$ cat src/rtl/tagprop_pkg.sv
package tagprop_pkg;

  typedef enum logic [1:0] {
    OP_AND = 2'b00,
    OP_OR  = 2'b01,
    OP_XOR = 2'b10,
    OP_ANY = 2'b11
  } tag_op_e;

  // Plain value result of the gate; the worst-case code yields 0.
  function automatic logic gate_value(tag_op_e op, logic a, logic b);
    case (op)
      OP_AND:  return a & b;
      OP_OR:   return a | b;
      OP_XOR:  return a ^ b;
      default: return 1'b0;
    endcase
  endfunction

  // Does the other input's value let a tag through on this side?
  function automatic logic lane_open(tag_op_e op, logic other_val);
    case (op)
      OP_AND:  return other_val;
      OP_OR:   return ~other_val;
      default: return 1'b1;
    endcase
  endfunction

endpackage

$ cat src/rtl/tag_group_mask.sv
module tag_group_mask #(
  parameter int NTAG = 8,
  parameter int GW   = 3,
  parameter logic [NTAG*GW-1:0] GROUP_MAP = '0
) (
  output logic [NTAG-1:0][NTAG-1:0] peers
);
  // peers[i][j] is 1 when tags i and j share a group.
  for (genvar i = 0; i < NTAG; i++) begin : g_row
    for (genvar j = 0; j < NTAG; j++) begin : g_col
      assign peers[i][j] = (GROUP_MAP[i*GW +: GW] == GROUP_MAP[j*GW +: GW]);
    end
  end
endmodule

$ cat src/rtl/tag_flow_core.sv
module tag_flow_core
  import tagprop_pkg::*;
#(
  parameter int NTAG = 8
) (
  input  tag_op_e                   op,
  input  logic                      a_val,
  input  logic [NTAG-1:0]           a_tags,
  input  logic                      b_val,
  input  logic [NTAG-1:0]           b_tags,
  input  logic [NTAG-1:0][NTAG-1:0] peers,
  output logic                      y_val,
  output logic [NTAG-1:0]           fwd_a,
  output logic [NTAG-1:0]           fwd_b,
  output logic [NTAG-1:0]           y_tags
);
  logic open_a, open_b;

  assign y_val  = gate_value(op, a_val, b_val);
  assign open_a = lane_open(op, b_val);
  assign open_b = lane_open(op, a_val);

  for (genvar i = 0; i < NTAG; i++) begin : g_lane
    logic rescue_a, rescue_b;
    // A same-group tag on the far side cannot block this one.
    assign rescue_a = |(b_tags & peers[i]);
    assign rescue_b = |(a_tags & peers[i]);
    assign fwd_a[i] = a_tags[i] & (open_a | rescue_a);
    assign fwd_b[i] = b_tags[i] & (open_b | rescue_b);
  end

  assign y_tags = fwd_a | fwd_b;
endmodule

$ cat src/rtl/tag_edit_stage.sv
module tag_edit_stage #(
  parameter int NTAG = 8,
  parameter int SELW = 3
) (
  input  logic [NTAG-1:0] tags_in,
  input  logic [SELW-1:0] sel,
  input  logic            set_en,
  input  logic            clr_en,
  input  logic [SELW-1:0] qsel,
  output logic [NTAG-1:0] tags_out,
  output logic            hit
);
  logic [NTAG-1:0] qmask;

  for (genvar i = 0; i < NTAG; i++) begin : g_bit
    logic here;
    assign here        = (sel == SELW'(i));
    assign tags_out[i] = here ? (set_en | (tags_in[i] & ~clr_en)) : tags_in[i];
    assign qmask[i]    = (qsel == SELW'(i));
  end

  assign hit = |(tags_out & qmask);
endmodule

$ cat src/rtl/tagprop_unit.sv
module tagprop_unit
  import tagprop_pkg::*;
#(
  parameter int NTAG = 8,
  parameter int GW   = 3,
  parameter logic [NTAG*GW-1:0] GROUP_MAP =
    {3'd4, 3'd3, 3'd3, 3'd2, 3'd1, 3'd0, 3'd0, 3'd0},
  localparam int SELW = $clog2(NTAG)
) (
  input  logic            clk,
  input  logic            rst,
  input  logic            in_valid,
  input  logic [1:0]      op,
  input  logic            a_val,
  input  logic [NTAG-1:0] a_tags,
  input  logic            b_val,
  input  logic [NTAG-1:0] b_tags,
  input  logic [SELW-1:0] edit_sel,
  input  logic            edit_set,
  input  logic            edit_clr,
  input  logic [SELW-1:0] qry_sel,
  output logic            out_valid,
  output logic            res_val,
  output logic [NTAG-1:0] res_tags,
  output logic            qry_hit
);
  logic [NTAG-1:0][NTAG-1:0] peers;
  logic                      y_val;
  logic [NTAG-1:0]           fwd_a, fwd_b, y_tags, edit_tags;
  logic                      edit_hit;

  tag_group_mask #(.NTAG(NTAG), .GW(GW), .GROUP_MAP(GROUP_MAP)) u_mask (
    .peers(peers)
  );

  tag_flow_core #(.NTAG(NTAG)) u_core (
    .op(tag_op_e'(op)), .a_val(a_val), .a_tags(a_tags),
    .b_val(b_val), .b_tags(b_tags), .peers(peers),
    .y_val(y_val), .fwd_a(fwd_a), .fwd_b(fwd_b), .y_tags(y_tags)
  );

  tag_edit_stage #(.NTAG(NTAG), .SELW(SELW)) u_edit (
    .tags_in(y_tags), .sel(edit_sel), .set_en(edit_set), .clr_en(edit_clr),
    .qsel(qry_sel), .tags_out(edit_tags), .hit(edit_hit)
  );

  always_ff @(posedge clk) begin
    if (rst) begin
      out_valid <= 1'b0;
      res_val   <= 1'b0;
      res_tags  <= '0;
      qry_hit   <= 1'b0;
    end else begin
      out_valid <= in_valid;
      if (in_valid) begin
        res_val  <= y_val;
        res_tags <= edit_tags;
        qry_hit  <= edit_hit;
      end
    end
  end
endmodule

$ cat config.mk
export PLATFORM = sky130hd
export DESIGN_NAME = tagprop_unit
export DESIGN_NICKNAME = d
export VERILOG_FILES = /design/src/rtl/tagprop_pkg.sv /design/src/rtl/tag_group_mask.sv /design/src/rtl/tag_flow_core.sv /design/src/rtl/tag_edit_stage.sv /design/src/rtl/tagprop_unit.sv
export SDC_FILE = /design/constraint.sdc
export NUM_CORES = 1
export LEC_CHECK = 0
export BUFFER_PORTS_ARGS = -buffer_cell sky130_fd_sc_hd__clkbuf_2
export CAP_MARGIN = 10
export CORE_UTILIZATION = 43
export CTS_BUF_LIST = sky130_fd_sc_hd__clkbuf_8
export DETAILED_ROUTE_END_ITERATION = 7
export PLACE_DENSITY = 0.79
export SKIP_CTS_REPAIR_TIMING = 1
export SLEW_MARGIN = 0
export SYNTH_ARGS = -nofsm -noshare
export SYNTH_HDL_FRONTEND = slang
export SYNTH_SLANG_ARGS = --single-unit
$ cat constraint.sdc
create_clock -name clk -period 1.74 [get_ports clk]
set_clock_uncertainty 0.15 [all_clocks]
set_input_delay 0 -clock clk [delete_from_list [all_inputs] [get_ports clk]]
set_output_delay 0 -clock clk [all_outputs]
set_load 0.05 [all_outputs]
==> results.md, run 1 <==
- Fin util: 0.6501
- Avg Cell Area, Syn: approximately 7.6 um^2
- Via count: about 1100
- DP Wirelength: roughly 1900 um
- Row cnt: 16
- Post-route DRC: 0
- Clock Sinks: 11
- Tightest hold margin: 0.05895 ns
- Gp weighted congestion: 0.7808
- Number of synthesized flops with an enable pin: 0
- Overflow after GRT: 0
- Largest net degree at the start of global routing: 21
- CTS tree: yes
- Filler cells: approximately 190
- Synth Flop Type: dfxtp_1
- Hold Path Class: in -> reg
- Hold depth: 3
- Clock root cell: clkbuf_8
- Die area: about 0.0023 mm^2
- WS Path Type: in -> reg
- Yosys cell types: 38
- ANT cells: 0
- Inserted Clock Buffers: 3
- Via density: 5.348
- Reg-to-reg startpoint: res_tags[1]$_SDFFE_PP0P_
- Die Width: about 47 um
- First-pass GRT wire length: about 3600 um
- Syn nets: 150
- Slew @ Worst Pin: approximately 0.34 ns
- Fin crit share: 0.9184
- Status: completed
- Core area: slightly below 0.002 mm^2
- Rel. slew slack: 0.7678
- Nets@finish: 208
- Cell Area, Synth: slightly below 900 um^2
- Setup TNS: 0 ns
- Pre-antenna DRT Iters: 4
- CP Capture Type: flip-flop
- Total GRT Usage: 0.2336
- Final Hold Fails: 0
- Final setup viols: 0
- Max IR drop VDD: about 0.37 mV
- Area growth syn-to-layout: 42.11%
- Worst r2r path cells: 2
- Fmax: between 0.6 and 0.7 GHz
- Detail Route Antenna Nets: 0
- CP Data Required Time: between 1.5 and 2 ns
- Slew Limit Fails: 0
- Share of layout cells above drive strength 1: 0.3678
- Sequential area share after synthesis: 0.2479
- CP Launch Type: primary input
- Worst-path fanout max: 2
- CP arrival: around 1.6 ns
- I/O pin count: between 40 and 50
- Vias in the first global route: 894
- Seq cells post-synth: 11
- Pre-CTS setup slack: -0.09923 ns
- Crit. Startpoint: b_tags[1]
- Die Height: ~47 um
- Gate Count Post-Synth: about 120
- Asr flop ratio synth: 0
- Port Buffers: 41
- H-Tree Depth: 1
- Setup ws final: around 0.14 ns
- Tmin final: 1.598 ns
- WL/cell: between 10 and 15 um
- Initial antenna violation count: 0
- RSZ-0062 raised after global routing: no
- Clock transition at the registers of the reported paths: approximately 0.050 ns
- Max-Cap Viols: 0
- Number of DRC markers in iteration 0: 24
- PwrDens: about 670 mW/mm^2
- Hold Startpoint: in_valid
- Clk_lat worst skew: approximately 0.24 ns
- Leakage: roughly 0.6 nW
- Initial Util: 0.4575
- Total Wirelength: approximately 2400 um
- Clock buffer depth: 2
- Ys Warns: 0
==> per-stage QoR <==
stage               total power, mW  instances  cell area (um^2)
finish                       0.8504        201              1262
global route                 0.9005        201              1262
CTS                          0.8528        200              1252
detailed placement           0.6061        196              1207
global placement             0.5973        196              1207
floorplan                    0.4820        117             888.4
==> cell type report <==
class / count / area (um^2) / share of cell area
clock inverter: 1 / 3.754 / 0.002973
multi-input combinational: 95 / 601.8 / 0.4767
sequential: 11 / 220.2 / 0.1744
clock buffer: 3 / 41.29 / 0.03271
inverter: 5 / 18.77 / 0.01487
timing repair buffer: 59 / 342.8 / 0.2716
tap: 27 / 33.78 / 0.02676
==> Yosys cell counts, types with 3 or more instances <==
cell type	count	area, um^2
nand2b_1	3	18.77
a211oi_1	4	30.03
nor3_1	3	15.01
o22ai_1	6	37.54
a21oi_1	5	25.02
nor2b_1	3	18.77
o221ai_1	3	26.28
inv_1	5	18.77
dfxtp_1	11	220.2
o211ai_1	3	22.52
o21ai_0	3	15.01
nor2_1	19	71.32
nand2_1	7	26.28
a31oi_1	3	18.77
==> worst paths after layout <==
kind                            slack (ns)                       end
worst max register to register        0.89  res_tags[1]$_SDFFE_PP0P_
worst min register to register        0.33      res_val$_SDFFE_PP0P_
worst max-delay path                  0.14      qry_hit$_SDFFE_PP0P_
worst min-delay path                  0.06      out_valid$_SDFF_PP0_
==> per-layer routing <==
layer | GRT usage | up-vias | routed length [um]
met5 | 0 | - | 0
met4 | 0.1714 | 0 | 65
met3 | 0.02264 | 7 | 83
met2 | 0.4055 | 40 | 1143
met1 | 0.2642 | 465 | 1093
li1 | - | 563 | -
==> state kept, by name (all words and copies together) (netlist names) <==
register and count:
qry_hit 1, out_valid 1, res_tags 8, res_val 1
==> critical path: stages <==
cell	delay (ns)
clkbuf_2	0.09
or4_4	0.52
or2_1	0.24
a22o_1	0.24
o21ai_2	0.07
a41oi_1	0.13
a31oi_1	0.18
a211oi_1	0.09
==> layout by cell type (no fill, tap or decap), types with 4 or more instances in the layout <==
master and instances:
a21oi_1 5, inv_1 6, o22ai_1 6, nor2_1 19, nand2_1 7, buf_4 17
dfxtp_1 11, clkbuf_2 41, a211oi_1 4
==> report_power, final <==
part           leakage (nW)  internal, mW  switching [mW]
clock network        0.0269         0.154          0.0913
logic                 0.466         0.126           0.195
registers            0.0917         0.273          0.0103
==> cells by family (layout without fill, tap and decap cells) <==
group	after synthesis	count (layout)	synth area share
and+or+nand+nor	48	48	0.2761
buffers and inverters	11	68	0.07464
muxes	2	2	0.02254
DFF	11	11	0.2479
xor gates and xnor gates	2	2	0.01972
AOI/OAI and AO/OA	41	41	0.3310
adders and majority gates	2	2	0.02816
(Power assumes the default switching activity.)
==> run 2: changes to the inputs <==
--- a/config.mk
+++ b/config.mk
@@ -7,10 +7,9 @@
 export LEC_CHECK = 0
 export BUFFER_PORTS_ARGS = -buffer_cell sky130_fd_sc_hd__clkbuf_2
 export CAP_MARGIN = 10
-export CORE_UTILIZATION = 43
-export CTS_BUF_LIST = sky130_fd_sc_hd__clkbuf_8
+export CORE_UTILIZATION = 49
 export DETAILED_ROUTE_END_ITERATION = 7
-export PLACE_DENSITY = 0.79
+export PLACE_DENSITY = 0.85
 export SKIP_CTS_REPAIR_TIMING = 1
 export SLEW_MARGIN = 0
 export SYNTH_ARGS = -nofsm -noshare
==> constraint.sdc (replaced) <==
create_clock -name clk -period 1.9 [get_ports clk]
set_clock_uncertainty 0.15 [all_clocks]
set_input_delay 0 -clock clk [delete_from_list [all_inputs] [get_ports clk]]
set_output_delay 0 -clock clk [all_outputs]
set_load 0.05 [all_outputs]
==> run 2 against run 1 <==
- clock-buffer cell count increased by 1
- die area is 12% lower
- critical path depth unchanged
- sequential power decreased by 8.8%
- worst hold slack got worse by 0.051 ns
- sequential share of layout area increased by 1.9 points
- largest cell class unchanged
==> results.md, run 2 (same netlist as run 1, synthesis figures left out) <==
- Share of layout cells above drive strength 1: 0.3125 (-0.05532)
- Placed cells: 180 (-8.2%)
- Number of flip-flops in the largest register: 8 (unchanged)
- Vias in the first global route: 1007 (+13%)
- Worst path max stage delay: 0.53 ns (about the same)
- ANT cells: 0 (unchanged)
- RSZ-0062 raised after global routing: no
- Area of the multi-input gates: 601.8 um^2 (unchanged)
- First-pass GRT wire length: 3988 um (+10%)
- Die Width: 44.58 um (-6.0%)
- Fin crit share: 0.8196
- Via density: 5.773 (+7.9%)
- Status: completed
- Worst-path fanout max: 2 (unchanged)
- Pre-antenna DRT Iters: 5 (+1)
- Worst Hold End: res_tags[2]$_SDFFE_PP0P_
- Clock Sinks: 11 (unchanged)
- Tmin final: 1.557 ns
- Clock buffer depth: 2 (unchanged)
- Post-route DRC: 0 (unchanged)
- Family with the most delay on the worst path: simple AND/OR/NAND/NOR gates
- WP buf/inv: 1 (unchanged)
- Crit-path cells: clkbuf_2, or4_4, or2_1, a22o_1, o21ai_2, a41oi_1, a31oi_1, a211oi_1
- Nets@finish: 194 (-6.7%)
- I/O pin count: 42 (unchanged)
- Number of DRC markers in iteration 0: 21 (-13%)
- Gp weighted congestion: 0.9175 (+18%)
- Total Wirelength: 2278 um (-4.5%)
- Max IR drop VDD: 0.4455 mV (+21%)
- Worst r2r path cells: 2 (unchanged)
- CP arrival: 1.55 ns (about the same)
- Fmax: ~0.64 GHz
- Storage element area: 220.2 um^2 (unchanged)
- Hold depth: 4 (+1)
- Port Buffers: 41 (unchanged)
- Initial Util: 0.5201 (+0.06267)
- Clock root cell: clkbuf_4
- Final setup viols: 0 (unchanged)
- CP Capture Type: flip-flop
- Area growth syn-to-layout: 27.89%
- Hold Path Class: in -> reg
- Largest net degree at the start of global routing: 21 (unchanged)
- CP Data Required Time: 1.89 ns (+0.19 ns)
- Setup TNS: 0 ns (unchanged)
- Die Height: 44.58 um (-6.0%)
- Via count: 1068 (-0.65%)
- Commonest non-fill, non-tap cell in the layout: clkbuf_2
- Row cnt: 15 (-1)
- Clk_lat worst skew: 0.27 ns (+0.03 ns)
- Setup slack, reg-to-reg: 1.04 ns (+0.15 ns)
- Core area: 0.001708 mm^2 (-12%)
- Overflow after GRT: 0 (unchanged)
- Detail Route Antenna Nets: 0 (unchanged)
- Filler cells: 160 (-17%)
- DP Wirelength: 1844 um (-5.1%)
- Max-Cap Viols: 0 (unchanged)
- Hold Startpoint: edit_sel[0]
- PwrDens: 599.2 mW/mm^2 (-11%)
- Slew Limit Fails: 0 (unchanged)
- Reg2reg end: res_tags[2]$_SDFFE_PP0P_
- CTS tree: yes
- Rel. slew slack: 0.7667 (-0.001085)
- Total GRT Usage: 0.2598 (+0.02620)
- Clock transition at the registers of the reported paths: 0.07 ns (+0.02 ns)
- Slew @ Worst Pin: 0.3499 ns (+0.006125 ns)
- WL/cell: 12.31 um (+3.8%)
- CP Launch Type: primary input
- WS Path Type: in -> reg
- Final Non-Filler Cells: 185 (-8.0%)
- Inserted Clock Buffers: 3 (unchanged)
- H-Tree Depth: 1 (unchanged)
- Most frequent cells in the layout: clkbuf_2, nor2_1, dfxtp_1
- Most flops, register: res_tags
- Reg-to-reg startpoint: res_tags[2]$_SDFFE_PP0P_
- CP max-delay cell: or4_4
- Initial antenna violation count: 0 (unchanged)
- Final Hold Fails: 0 (unchanged)
- Leakage: 0.5053 nW (-14%)
- Die area: 0.001987 mm^2 (-12%)
run 2: cell types whose count changed in the layout (fill, tap and decap cells not counted), sizes merged:
cell / previous run / this run
clkbuf: 44 / 45
inv: 6 / 5
buf: 17 / 3
run 2: routing by layer:
layer	wire length (um)	GRT usage
met5	0	0
met4	8	0.06667
met2	1213	0.4647
met1	946	0.3162
met3	109	0.04898
run 2: through the flow:
step	utilization	cell area, um^2	worst slack, ns	total power [mW]	hold slack (ns)
after floorplan	-	888.4	0.2411	0.4414	-0.07786
after global placement	0.6440	1100	0.09070	0.5193	0.1652
after detailed placement	0.6440	1100	0.05338	0.5257	0.1826
after CTS	0.6593	1126	0.3421	0.6813	-0.1025
after global routing	0.6652	1136	0.2801	0.7271	0.04077
final	0.6652	1136	0.3428	0.6807	0.007821
run 2: worst register-to-register path: stages (launching register included):
cell      delay (ns)
dfxtp_1         0.34
nor2_1          0.04
a311oi_1        0.24
run 2: how the worst max path moves through the flow:
stage,to,cells after the start,start,slack [ns]
2_1_floorplan,qry_hit$_SDFFE_PP0P_,7,b_tags[1],0.24
3_3_place_gp,qry_hit$_SDFFE_PP0P_,8,b_tags[1],0.09
3_5_place_dp,qry_hit$_SDFFE_PP0P_,8,b_tags[1],0.05
4_1_cts,qry_hit$_SDFFE_PP0P_,8,b_tags[1],0.34
5_1_grt,qry_hit$_SDFFE_PP0P_,8,b_tags[1],0.28
6_report,qry_hit$_SDFFE_PP0P_,8,b_tags[1],0.34
run 2: cell type report:
| cell class | count | area share |
|---|---|---|
| Tap cell | 25 | 0.02753 |
| Clock buffer | 4 | 0.02313 |
| Inverter | 5 | 0.01652 |
| Timing Repair Buffer | 45 | 0.2093 |
| Multi-Input combinational cell | 95 | 0.5297 |
| Sequential cell | 11 | 0.1938 |
run 2: where the power goes:
part	leakage (nW)	switching (mW)	internal [mW]
logic	0.399	0.173	0.0933
registers	0.0917	0.00926	0.249
clock network	0.0150	0.0749	0.0812
==> run 3: changes to the inputs <==
--- a/config.mk
+++ b/config.mk
@@ -5,11 +5,12 @@
 export SDC_FILE = /design/constraint.sdc
 export NUM_CORES = 1
 export LEC_CHECK = 0
+export ABC_AREA = 1
 export BUFFER_PORTS_ARGS = -buffer_cell sky130_fd_sc_hd__clkbuf_2
 export CAP_MARGIN = 10
-export CORE_UTILIZATION = 49
+export CORE_UTILIZATION = 42
 export DETAILED_ROUTE_END_ITERATION = 7
-export PLACE_DENSITY = 0.85
+export PLACE_DENSITY = 0.76
 export SKIP_CTS_REPAIR_TIMING = 1
 export SLEW_MARGIN = 0
 export SYNTH_ARGS = -nofsm -noshare
==> constraint.sdc (replaced) <==
create_clock -name clk -period 1.4 [get_ports clk]
set_clock_uncertainty 0.15 [all_clocks]
set_input_delay 0 -clock clk [delete_from_list [all_inputs] [get_ports clk]]
set_output_delay 0 -clock clk [all_outputs]
set_load 0.05 [all_outputs]
==> run 3 against run 2 <==
- worst setup slack worse by 0.044 ns
- via count up 8.0%
- critical path type unchanged
- highest routed layer is now met3
- sequential share of layout area down 0.92 points
==> results.md, run 3 <==
- Row cnt: 16 (+1)
- DP Wirelength: 1878 um (+1.8%)
- Sequential area share after synthesis: 0.2356 (-0.01228)
- Rel. slew slack: 0.8064 (+0.03967)
- Slew Limit Fails: 0 (unchanged)
- Commonest non-fill, non-tap cell in the layout: nand2_1
- Number of flip-flops in the largest register: 8 (unchanged)
- Largest area contributor in the netlist: nand2_1
- Area growth syn-to-layout: 27.58%
- Clock transition at the registers of the reported paths: 0.08 ns (about the same)
- Crit-path cells: dlygate4sd3_1, clkbuf_2, inv_1, nand3_1, nand3_1, nand2_1, nor2_1, a21oi_1
- Vias in the first global route: 983 (-2.4%)
- Via density: 4.764 (-17%)
- Leakage: 0.7422 nW (+47%)
- Inserted Clock Buffers: 3 (unchanged)
- Number of DRC markers in iteration 0: 23 (+9.5%)
- Post-route DRC: 0 (unchanged)
- CP arrival: 1.12 ns (-0.43 ns)
- Top cell type's share of synthesized area: 0.2490 (+0.001109)
- Gp weighted congestion: 0.8579 (-6.5%)
- Initial Util: 0.4623 (-0.05789)
- Syn nets: 207 (+38%)
- Detail Route Antenna Nets: 0 (unchanged)
- Avg Cell Area, Syn: 5.372 um^2 (-29%)
- Ys Warns: 0 (unchanged)
- Die Height: 49.18 um (+10%)
- Most frequent cells in the layout: nand2_1, clkbuf_2, inv_1
- PwrDens: 766.5 mW/mm^2 (+28%)
- I/O pin count: 42 (unchanged)
- Seq cells post-synth: 11 (unchanged)
- Most flops, register: res_tags
- Worst-path fanout max: 4 (+2)
- Tmin final: about 1.1 ns
- Port Buffers: 41 (unchanged)
- Synth Flop Type: dfxtp_1
- Final setup viols: 0 (unchanged)
- CP Data Required Time: 1.42 ns (-0.47 ns)
- Final Hold Fails: 0 (unchanged)
- Largest net degree at the start of global routing: 17 (-19%)
- Via count: 1153 (+8.0%)
- Max-Cap Viols: 0 (unchanged)
- Status: completed
- Gate Count Post-Synth: 174 (+49%)
- Nets@finish: 249 (+28%)
- Clock root cell: clkbuf_4
- Clock buffer depth: 2 (unchanged)
- First-pass GRT wire length: 3864 um (-3.1%)
- Number of synthesized flops with an enable pin: 0 (unchanged)
- Dominant cells by area after synthesis: nand2_1, dfxtp_1, inv_1
- Worst path max stage delay: 0.53 ns (about the same)
- Asr flop ratio synth: 0 (unchanged)
- ANT cells: 0 (unchanged)
- RSZ-0062 raised after global routing: no
- Filler cells: 221 (+38%)
- Slew @ Worst Pin: 0.2904 ns (-0.05951 ns)
- Clock Sinks: 11 (unchanged)
- Setup TNS: 0 ns (unchanged)
- Final Non-Filler Cells: 242 (+31%)
- Overflow after GRT: 0 (unchanged)
- Pre-antenna DRT Iters: 4 (-1)
- Fmax: just over 0.9 GHz
- Die Width: 49.18 um (+10%)
- WL/cell: 9.314 um (-24%)
- Fin crit share: 0.7862
- Initial antenna violation count: 0 (unchanged)
- Total GRT Usage: 0.1978 (-0.06207)
- CP Capture Type: flip-flop
- Total Wirelength: 2254 um (-1.1%)
- Synth top cells by count: nand2_1, inv_1, nor2_1, nand3_1, dfxtp_1
- Hold Path Class: in -> reg
- Core area: 0.002022 mm^2 (+18%)
- CP Launch Type: primary input
- Placed cells: 236 (+31%)
- Yosys cell types: 20 (-47%)
- Crit path top cell by count: nand3_1
- CTS tree: yes
- Clk_lat worst skew: 0.27 ns (about the same)
- CP max-delay cell: dlygate4sd3_1
- Share of layout cells above drive strength 1: 0.2419 (-0.07064)
- Die area: 0.002418 mm^2 (+22%)
- Max IR drop VDD: 0.9684 mV (+120%)
- Cell Area, Synth: 934.6 um^2 (+5.2%)
- Cell with the most instances after synthesis: nand2_1
- H-Tree Depth: 1 (unchanged)
- WS Path Type: in -> reg
-- run 3: path summary, 6_finish.rpt --
kind	start	end	slack [ns]	cells after the start
setup reg to reg	res_tags[0]$_SDFFE_PP0P_	res_tags[0]$_SDFFE_PP0P_	0.57	4
hold / removal	in_valid	res_val$_SDFFE_PP0P_	0.006	2
setup / recovery	qry_sel[2]	qry_hit$_SDFFE_PP0P_	0.30	8
hold reg to reg	res_tags[4]$_SDFFE_PP0P_	res_tags[4]$_SDFFE_PP0P_	0.33	1
-- run 3: logic make-up (layout without fill, tap and decap cells) --
kind of cell | after synthesis | count (layout) | synth area share
AOI/OAI and AO/OA | 18 | 18 | 0.1098
adders and majority gates | 2 | 2 | 0.02677
DFF | 11 | 11 | 0.2356
and+or+nand+nor | 111 | 111 | 0.4926
buffers and inverters | 32 | 73 | 0.1352
-- run 3: area by class of cell --
class | count | area (um^2) | area share
well taps | 27 | 33.78 | 0.02833
clock inverters | 1 | 5.005 | 0.004197
inverters | 26 | 97.59 | 0.08185
multi-input cells | 131 | 588.1 | 0.4932
flip-flops and latches | 11 | 220.2 | 0.1847
clock buffers | 3 | 22.52 | 0.01889
repair buffers | 43 | 225.2 | 0.1889
-- run 3: where the power goes --
group / internal (mW) / leakage (nW) / switching [mW]
registers: 0.338 / 0.0917 / 0.0118
clock network: 0.106 / 0.0177 / 0.113
logic: 0.110 / 0.633 / 0.235
total: 0.554 / 0.742 / 0.360
-- run 3: metal layers --
| metal | up-vias | track usage | wire length (um) |
|---|---|---|---|
| met5 | - | 0 | 0 |
| met4 | 0 | 0 | 0 |
| met3 | 0 | 0.04984 | 132 |
| met2 | 30 | 0.3721 | 1083 |
| met1 | 497 | 0.2353 | 1037 |
| li1 | 626 | - | - |
-- run 3: stage by stage --
step	hold slack [ns]	utilization	power (mW)	instance area (um^2)	setup WS, ns
6_report	0.006246	0.5897	0.9140	1192	0.2993
5_1_grt	0.02298	0.5897	0.9726	1192	0.2026
4_1_cts	-0.1675	0.5798	0.9173	1172	0.3340
3_5_place_dp	0.1302	0.5662	0.6971	1145	0.09317
3_3_place_gp	0.1248	0.5662	0.6906	1145	0.1050
2_1_floorplan	-0.07762	-	0.5952	934.6	0.2968
-- run 3: worst max-delay path, delay by kind of cell --
family | cells | cell delay [ns]
AO/OA/AOI/OAI | 1 | 0.06
buffers and inverters | 3 | 0.77
AND/OR/NAND/NOR | 4 | 0.29
